## src/rtl/fwProtPkg.sv

```systemverilog
package fwProtPkg;
  localparam int DATA_W = 32;
  localparam int WPD_B  = 0;
  localparam int LOCK_B = 1;
  localparam int CFG_LO = 2;
  localparam int CFG_HI = 3;
  localparam int PRIV_B = 5;
  localparam int STS_B  = 6;
  localparam logic [1:0] CFG_BAD = 2'b11;
  localparam logic [DATA_W-1:0] RESET_VAL = 32'h0000_0020;

  typedef struct packed {
    logic       wpdSet;
    logic       wpdClr;
    logic       lockSet;
    logic       privLoad;
    logic       privVal;
    logic       cfgLoad;
    logic [1:0] cfgVal;
    logic       stsSet;
    logic       stsClr;
  } ctlStrobe_t;
endpackage

```

## src/rtl/fwProtCtl.sv

```systemverilog
module fwProtCtl
  import fwProtPkg::*;
#(
  parameter int ADDR_W = 8,
  parameter logic [ADDR_W-1:0] REG_OFF = 8'hFC
) (
  input  logic              clk,
  input  logic              rstN,
  input  logic              wrEn,
  input  logic [ADDR_W-1:0] addr,
  input  logic [DATA_W-1:0] wrData,
  input  logic              privMode,
  input  logic              lockIrqEn,
  input  logic              wpdQ,
  input  logic              lockQ,
  output ctlStrobe_t        strobe
);
  logic hit;
  logic wantSet;
  logic blocked;

  always_comb begin
    hit     = wrEn && (addr == REG_OFF);
    wantSet = hit && wrData[WPD_B] && !wpdQ;
    blocked = wantSet && lockQ && !privMode;

    strobe          = '0;
    strobe.wpdSet   = wantSet && !blocked;
    strobe.wpdClr   = hit && !wrData[WPD_B];
    strobe.lockSet  = hit && wrData[LOCK_B];
    strobe.privLoad = hit && !lockQ;
    strobe.privVal  = wrData[PRIV_B];
    strobe.cfgLoad  = hit && (wrData[CFG_HI:CFG_LO] != CFG_BAD);
    strobe.cfgVal   = wrData[CFG_HI:CFG_LO];
    strobe.stsSet   = blocked && lockIrqEn;
    strobe.stsClr   = hit && wrData[STS_B];
  end

  // protect-disable is never told to set and clear at once
  assert_wpd_excl_R5: assert property (@(posedge clk) disable iff (!rstN)
    !(strobe.wpdSet && strobe.wpdClr));
  // a status event only ever comes from a locked register
  assert_sts_needs_lock_R7: assert property (@(posedge clk) disable iff (!rstN)
    strobe.stsSet |-> (lockQ && !privMode));
endmodule

```

## src/rtl/fwProtDp.sv

```systemverilog
module fwProtDp
  import fwProtPkg::*;
(
  input  logic              clk,
  input  logic              rstN,
  input  ctlStrobe_t        strobe,
  input  logic              protAttr,
  output logic [DATA_W-1:0] regValue,
  output logic              fwWritePermit,
  output logic              irqReq,
  output logic              wpdQ,
  output logic              lockQ
);
  logic       privQ;
  logic [1:0] cfgQ;
  logic       stsQ;

  always_ff @(posedge clk or negedge rstN) begin
    if (!rstN) begin
      wpdQ  <= 1'b0;
      lockQ <= 1'b0;
      privQ <= RESET_VAL[PRIV_B];
      cfgQ  <= 2'b00;
      stsQ  <= 1'b0;
    end else begin
      if (strobe.wpdSet)       wpdQ <= 1'b1;
      else if (strobe.wpdClr)  wpdQ <= 1'b0;
      if (strobe.lockSet)      lockQ <= 1'b1;
      if (strobe.privLoad)     privQ <= strobe.privVal;
      if (strobe.cfgLoad)      cfgQ  <= strobe.cfgVal;
      if (strobe.stsSet)       stsQ  <= 1'b1;
      else if (strobe.stsClr)  stsQ  <= 1'b0;
    end
  end

  always_comb begin
    regValue         = '0;
    regValue[WPD_B]  = wpdQ;
    regValue[LOCK_B] = lockQ;
    regValue[CFG_HI:CFG_LO] = cfgQ;
    regValue[PRIV_B] = privQ;
    regValue[STS_B]  = stsQ;
    fwWritePermit    = wpdQ && (!privQ || protAttr);
    irqReq           = stsQ;
  end

  // the illegal policy code never reaches storage
  assert_cfg_legal_R10: assert property (@(posedge clk) disable iff (!rstN)
    cfgQ != CFG_BAD);
endmodule

```

## src/rtl/fwProtReg.sv

```systemverilog
module fwProtReg
  import fwProtPkg::*;
#(
  parameter int ADDR_W = 8,
  parameter logic [ADDR_W-1:0] REG_OFF = 8'hFC
) (
  input  logic              clk,
  input  logic              rstN,
  input  logic              wrEn,
  input  logic [ADDR_W-1:0] addr,
  input  logic [DATA_W-1:0] wrData,
  input  logic              privMode,
  input  logic              protAttr,
  input  logic              lockIrqEn,
  output logic [DATA_W-1:0] regValue,
  output logic              fwWritePermit,
  output logic              irqReq
);
  ctlStrobe_t strobe;
  logic       wpdQ;
  logic       lockQ;

  fwProtCtl #(.ADDR_W(ADDR_W), .REG_OFF(REG_OFF)) u_ctl (
    .clk(clk), .rstN(rstN), .wrEn(wrEn), .addr(addr), .wrData(wrData),
    .privMode(privMode), .lockIrqEn(lockIrqEn), .wpdQ(wpdQ), .lockQ(lockQ),
    .strobe(strobe)
  );

  fwProtDp u_dp (
    .clk(clk), .rstN(rstN), .strobe(strobe), .protAttr(protAttr),
    .regValue(regValue), .fwWritePermit(fwWritePermit), .irqReq(irqReq),
    .wpdQ(wpdQ), .lockQ(lockQ)
  );

  logic hitTop;
  assign hitTop = wrEn && (addr == REG_OFF);

  // once locked, stays locked until reset
  assert_lock_sticky_R3: assert property (@(posedge clk) disable iff (!rstN)
    regValue[LOCK_B] |=> regValue[LOCK_B]);
  // non-privileged set attempt under lock leaves protect-disable at 0
  assert_blocked_hold_R4: assert property (@(posedge clk) disable iff (!rstN)
    (hitTop && regValue[LOCK_B] && !privMode && !regValue[WPD_B]) |=> !regValue[WPD_B]);
  // privileged-only enable frozen while locked
  assert_priv_frozen_R6: assert property (@(posedge clk) disable iff (!rstN)
    regValue[LOCK_B] |=> $stable(regValue[PRIV_B]));
  // interrupt rises only after a blocked attempt with the enable high
  assert_irq_cause_R7: assert property (@(posedge clk) disable iff (!rstN)
    $rose(irqReq) |-> $past(hitTop && regValue[LOCK_B] && lockIrqEn && !privMode));
  // nothing changes without an addressed write
  assert_no_stray_R11: assert property (@(posedge clk) disable iff (!rstN)
    !hitTop |=> $stable(regValue));
endmodule

```

## config.mk

```make
export PLATFORM = sky130hd
export DESIGN_NAME = fwProtReg
export DESIGN_NICKNAME = d
export VERILOG_FILES = /design/src/rtl/fwProtPkg.sv /design/src/rtl/fwProtCtl.sv /design/src/rtl/fwProtDp.sv /design/src/rtl/fwProtReg.sv
export SDC_FILE = /design/constraint.sdc
export NUM_CORES = 1
export LEC_CHECK = 0
export ABC_AREA = 1
export CAP_MARGIN = 20
export CELL_PAD_IN_SITES_DETAIL_PLACEMENT = 0
export CELL_PAD_IN_SITES_GLOBAL_PLACEMENT = 1
export CORE_MARGIN = 2
export CORE_UTILIZATION = 13
export DETAILED_ROUTE_END_ITERATION = 8
export PLACE_DENSITY = 0.81
export SLEW_MARGIN = 15
export SYNTH_ARGS = -nofsm -noshare
export SYNTH_HDL_FRONTEND = slang
export SYNTH_SLANG_ARGS = --single-unit
```

## constraint.sdc

```tcl
create_clock -name clk -period 0.8 [get_ports clk]
set_input_delay 0.12 -clock clk [delete_from_list [all_inputs] [get_ports clk]]
set_output_delay 0.12 -clock clk [all_outputs]
set_load 0.05 [all_outputs]
```

==> parameters.txt, run 1 <==
Parameter                              Value

Yosys
  Netlist area before placement ... approximately 600 um2
  Fraction of the mapped netlist area in adder cells ... 0%
  Number of distinct standard cells referenced by the synthesized netlist ... 14
  Register bit total from synthesis ... 6
  Cell types occupying the most area after synthesis ... buf_4 38%, dfrtp_1 21%, nand2_1 9.4%
  Number of standard cells after synthesis ... 84
  Portion of the post-synthesis area used by sequential elements ... around a quarter
  Largest family of logic cells by synthesized area ... buffers and inverters
  Area share of the largest cell type after synthesis ... 37.7%
  Synth Area in XOR/XNOR ... 0%
  Yosys warning total ... 0
  Library cell with the largest summed area after synthesis ... buf_4
  Average footprint of a synthesized cell ... between 7 and 8 um2
  Fraction of synthesized area in multiplexers ... 0%
  Simple-gate share of the synthesized area ... 28.2%
  Synthesized-area fraction occupied by ao, oa, aoi and oai cells ... 2.51%

Routing
  Average routed wire per standard cell ... 9.08 um
  DRC viols ... 0
  First DRT Iteration DRCs ... 19
  Sum of routed wire length over all layers ... around 1.5 mm
  Vias per cell ... approximately 3.3
  Count of TritonRoute iterations in the first routing pass ... 4
  Routed via count ... 558
  Final ANT Viol Nets ... 0

Placed design
  Number of buffers inserted by port buffering ... 27
  Cell Area, Placed ... 935 um2
  Setup slack after placement ... -0.464 ns
  RD Place Congestion ... between 0.7 and 0.8
  Detail Placement HPWL ... 1.25 mm

Power and ir drop
  Fraction of power consumed by the clock network ... 37.1%
  Power per cell area ... 1290 nW/um2
  Part of the power in registers ... 24.2%
  Part of the power in combinational logic ... 38.7%
  Design Power ... 1.32 mW
  Net Sw Power ... 535 uW
  Fraction of power spent switching nets ... 40.5%
  VDD IR-drop max ... 0.321 mV
  Internal power component ... 786 uW
  Cell leakage power ... 0.507 nW

Timing
  Number of failing hold endpoints at the final stage ... 0
  Setup slack after layout ... -0.357 ns
  Largest clock skew in the final design ... slightly above 0.006 ns
  Ratio of final minimum period to clock period ... 145%
  Final slew viol count ... 0
  Clock period minus worst slack ... 1.16 ns
  Highest clock rate ... 864 MHz
  Final worst hold slack ... 0.138 ns
  Setup violators final ... 11
  Unrepaired setup endpoints after global routing ... true

Floorplanning
  Total core area ... 4380 um2
  Ports ... 80
  Chip width ... 71.8 um
  Die Height ... about 72 um
  Num rows ... 24
  Effective utilization at floorplan ... 13.6%
  Area of the die ... 5160 um2

Critical path
  Largest fanout on the critical path ... 3
  Crit path arrival time ... 1.04 ns
  Startpoint of the worst-slack reg-to-reg timing path ... u_dp.lockQ
  Critical path class ... register to output pin
  R2R depth ... 5
  Required time of the worst setup path ... between 0.6 and 0.7 ns
  Crit-path max cell delay ... 0.59 ns
  Reg2reg setup slack ... -0.07 ns
  CP max-delay cell ... dfstp_2
  Terminus of the critical flop-to-flop path ... u_dp.privQ
  Worst path cell trace ... a21oi_4 -> buf_12
  Kind of end point of the critical path ... output pin
  Worst Setup Start Kind ... register

Clock network
  Clock net sink count ... 6
  Clock Pin Slew Worst Setup and Hold Paths ... roughly 0.04 ns
  Total of hold buffers inserted after clock tree synthesis ... 0
  CTS H-Tree Depth ... 1
  Clock insertion delay at the later pin of the skew report ... 0.23 ns
  Clock tree buffer depth ... 2
  CTS tree ... built
  Clock buffers created by TritonCTS ... 3
  Cell chosen for the clock root ... clkbuf_8

Finish
  Leading cell type in the layout, fill and taps excluded ... conb_1
  Layout-stage area growth over the synthesis result ... 71.5%
  Fillers ... 487
  Share of cells above drive strength 1 ... 33.6%
  Final-stage net count ... 163
  Design area ... 1030 um2
  Top library cells by usage in the layout, fill and taps aside ... 26 x conb_1, 10 x nand2_1, 9 x nand4_1
  Antenna diode count ... 0
  Multi-input gate area in the final layout ... between 300 and 400 um2
  Storage element area ... 155 um2
  Util after Layout ... 23.4%

Global route
  Number of global-route vias before repair ... about 530
  Initial antenna violation count ... 0
  Largest net degree at the start of global routing ... 7
  Global-route wire length before repair ... 2.37 mm
  Overall global routing resource usage ... 6.02%
  Total global routing overflow ... 0

Min path
  HP Class ... primary input to async pin

Outcome
  Outcome ... complete, but fails checks
  Violated checks ... negative setup slack

Flow run
  Max-cap viol count ... 0
sequential cells by signal, indices dropped and copies added (netlist names):
register and cells:
u_dp.irqReq 1, u_dp.privQ 1, u_dp.lockQ 1, u_dp.cfgQ 2
u_dp.wpdQ 1
worst max-delay path, delay by kind of cell (launching register included):
family | cells | cell delay [ns]
AOI/OAI and AO/OA | 1 | 0.08
DFF | 1 | 0.59
buffers and inverters | 1 | 0.15
worst max path at each step:
stage,startpoint,end,slack (ns),depth (start not counted)
after floorplan,u_dp.privQ,fwWritePermit,-0.03,1
after global placement,addr[3],u_dp.cfgQ[1],-0.44,7
after detailed placement,addr[2],u_dp.cfgQ[0],-0.46,7
after CTS,u_dp.privQ,fwWritePermit,-0.37,2
after global routing,u_dp.privQ,fwWritePermit,-0.39,2
final,u_dp.privQ,fwWritePermit,-0.36,2
layout make-up:
type,count,area share (%)
multi-input combinational,64,32.0
tap,52,6.34
inverter,9,3.54
timing repair buffer,33,38.7
sequential,6,15.1
clock buffer,4,4.39
cell usage after synthesis, drive strengths merged:
| cell type | number |
|---|---|
| buf | 30 |
| nand2 | 16 |
| inv | 9 |
| nand4 | 9 |
| nor2 | 8 |
| dfrtp | 5 |
| a21oi | 2 |
| nand3 | 2 |
| conb | 1 |
| dfstp | 1 |
| o21ai | 1 |
cells by family after synthesis:
family          after synthesis
simple gates                 35
buf+inv                      39
other cells                   1
flops                         6
compound gates                3
metrics by stage:
| stage | std cells | setup TNS (ns) |
|---|---|---|
| 2_1_floorplan | 109 | -0.0852 |
| 3_3_place_gp | 163 | -2.76 |
| 3_5_place_dp | 163 | -2.85 |
| 4_1_cts | 168 | -1.84 |
| 5_1_grt | 168 | -2.09 |
| 6_report | 168 | -1.75 |
power groups by stage:
stage | sequential (mW) | clock (mW) | combinational [mW]
floorplan | 0.334 | 0 | 0.430
global placement | 0.323 | 0 | 0.510
detailed placement | 0.322 | 0 | 0.511
CTS | 0.319 | 0.505 | 0.507
global route | 0.319 | 0.531 | 0.537
finish | 0.319 | 0.490 | 0.512
metal layers:
layer	global-route usage (%)	share of wire, %	vias up	routed length (um)
li1	-	-	272	-
met2	11.4	55	32	839
met1	5.52	32	251	483
met4	2.52	1.4	0	21
met5	0	0	-	0
met3	2.67	12	3	181
repair_timing:
action | 4_1_cts | 5_1_grt
hold endpoints to repair | 0 | 0
endpoints found under the setup margin | 14 | 13
pin swaps | 14 | 8
buffers inserted | 1 | 0
gates cloned | 0 | 0
resized for setup | 21 | 10
Power figures use the tool's default switching activity.
==> run 2, diff against run 1 <==
CORE_ASPECT_RATIO = 1.1   (was default)
CORE_UTILIZATION = 14   (was 13)
PLACE_DENSITY = 0.83   (was 0.81)
clock period = 1.2 ns   (was 0.8 ns; I/O delays follow)
==> run 2 against run 1 <==
Flip-flop and latch count unchanged. First-iteration DRC count down 26%. Sequential share of layout area is 0.72 points higher. Non-clock buffer count shrank 4. Clock-buffer cell count is the same. Register-to-register slack better by 0.38 ns. Final cell count fell by 2.4%. The run still ends with negative setup slack left. Highest routed layer is now met3. Critical endpoint unchanged. Sequential power down 33%. Cell area decreased by 6.8%. Critical path type unchanged. Utilization grew 0.35 points. Global-route usage increased by 0.27 points.
==> parameters.txt, run 2 (synthesis gave the netlist of run 1 again) <==
Parameter                              Value

Critical path
  Crit path arrival time ... roughly 1 ns
  CP max-delay cell ... dfstp_2
  Crit-path max cell delay ... 0.59 ns
  Worst setup path endpoint ... fwWritePermit
  Required time of the worst setup path ... between 1 and 1.5 ns
  Critical path class ... register to output pin
  Source of the critical timing path ... u_dp.privQ
  Worst Setup Start Kind ... register
  Terminus of the critical flop-to-flop path ... u_dp.irqReq
  Reg2reg setup slack ... 0.31 ns
  Largest fanout on the critical path ... 3
  Worst path cell trace ... a21oi_4 -> buf_12
  R2R depth ... 5
  Startpoint of the worst-slack reg-to-reg timing path ... u_dp.wpdQ
  Kind of end point of the critical path ... output pin

Finish
  Number of flip-flops in the largest register ... 2
  Top reg by flops ... u_dp.cfgQ
  Top library cells by usage in the layout, fill and taps aside ... 26 x conb_1, 19 x clkdlybuf4s50_1, 15 x nand2_1, 9 x nand4_1
  Multi-input gate area in the final layout ... roughly 300 um2
  Fillers ... 451
  Leading cell type in the layout, fill and taps excluded ... conb_1
  Storage element area ... 151 um2
  Final-stage net count ... 159
  Antenna diode count ... 0
  Share of cells above drive strength 1 ... around 18%
  Layout-stage area growth over the synthesis result ... 59.8%

Power and ir drop
  Cell leakage power ... ~0.46 nW
  Power per cell area ... 905 nW/um2
  Design Power ... roughly 870 uW
  VDD IR-drop max ... 0.271 mV

Clock network
  CTS H-Tree Depth ... 1
  Clock insertion delay at the later pin of the skew report ... 0.22 ns
  CTS tree ... built
  Clock net sink count ... 6
  Clock tree buffer depth ... 2
  Clock Pin Slew Worst Setup and Hold Paths ... 0.04 ns
  Cell chosen for the clock root ... clkbuf_8
  Clock buffers created by TritonCTS ... 3

Global route
  Total global routing overflow ... 0
  Number of global-route vias before repair ... a little under 500
  Largest net degree at the start of global routing ... 7
  Initial antenna violation count ... 0
  Global-route wire length before repair ... around 2.2 mm
  Overall global routing resource usage ... 6.29%

Placed design
  Number of buffers inserted by port buffering ... 27
  Detail Placement HPWL ... 1.22 mm
  RD Place Congestion ... between 0.7 and 0.8

Timing
  Highest clock rate ... between 800 and 900 MHz
  Final slew viol count ... 0
  Clock period minus worst slack ... 1.21 ns
  Number of failing hold endpoints at the final stage ... 0
  Largest clock skew in the final design ... between 0.002 and 0.0025 ns
  Setup slack after layout ... -0.0107 ns
  Setup violators final ... 1
  Ratio of final minimum period to clock period ... 101%
  Unrepaired setup endpoints after global routing ... true
  Final worst hold slack ... 0.210 ns

Outcome
  Violated checks ... negative setup slack
  Outcome ... complete, but fails checks

Routing
  Final ANT Viol Nets ... 0
  Vias per cell ... 3.18
  Count of TritonRoute iterations in the first routing pass ... 4
  Sum of routed wire length over all layers ... 1.42 mm
  DRC viols ... 0
  Average routed wire per standard cell ... 8.63 um
  Routed via count ... 521
  First DRT Iteration DRCs ... 14

Flow run
  Max-cap viol count ... 0

Floorplanning
  Die Height ... between 70 and 80 um
  Effective utilization at floorplan ... about 15%
  Total core area ... 4020 um2
  Chip width ... 66.3 um
  Ports ... 80
  Area of the die ... 4810 um2
  Num rows ... 24

Min path
  HP Class ... primary input to async pin
==> run 2: per-stage QoR <==
stage               instance area [um2]  setup slack, ns  std cells  utilization [%]  setup TNS, ns
floorplan                           696            0.116        109                -              0
global placement                    893           -0.106        159             22.2         -0.435
detailed placement                  893           -0.119        159             22.2         -0.540
CTS                                 938          -0.0264        163             23.3        -0.0264
global route                        956          -0.0413        164             23.8        -0.0413
finish                              956          -0.0107        164             23.8        -0.0107
==> run 2: cell type report <==
class                           instances  area share (%)
Timing Repair Buffer                   29            38.2
Multi-Input combinational cell         64            30.9
Sequential cell                         6            15.8
Tap cell                               52            6.81
Clock buffer                            4            4.71
Inverter                                9            3.53
==> run 2: what timing repair did <==
| action | in CTS | in global routing |
|---|---|---|
| resized for setup | 0 | 3 |
| gates cloned | 0 | 0 |
| pin swaps | 1 | 1 |
| buffers inserted | 0 | 1 |
| hold buffers | 0 | 0 |
| setup endpoints to repair | 1 | 4 |
==> run 2: worst min path at each step <==
| stage | startpoint | endpoint | slack [ns] |
|---|---|---|---|
| 3_5_place_dp | rstN | u_dp.irqReq | 0.45 |
| 4_1_cts | rstN | u_dp.irqReq | 0.21 |
| 2_1_floorplan | rstN | u_dp.cfgQ[0] | -0.12 |
| 3_3_place_gp | rstN | u_dp.irqReq | 0.44 |
| 6_report | rstN | u_dp.irqReq | 0.21 |
| 5_1_grt | rstN | u_dp.irqReq | 0.22 |
==> run 2: power by group <==
group	total, mW	switching [mW]	internal (mW)
registers	0.213	0.00504	0.208
logic	0.334	0.245	0.0890
clock network	0.318	0.0897	0.229
total	0.865	0.340	0.526
==> run 2: critical path, delay by kind of cell, from the launching register on <==
kind | cells | cell delay, ns
AO/OA/AOI/OAI | 1 | 0.08
flip-flops | 1 | 0.59
buffers and inverters | 1 | 0.14
==> run 2: routing by layer <==
layer	part of all wire (%)	routed length (um)	track usage [%]	vias up
li1	-	-	-	264
met2	50	713	10.0	34
met5	0	0	0	-
met1	36	516	6.70	223
met4	0	0	2.04	0
met3	13	185	4.19	0
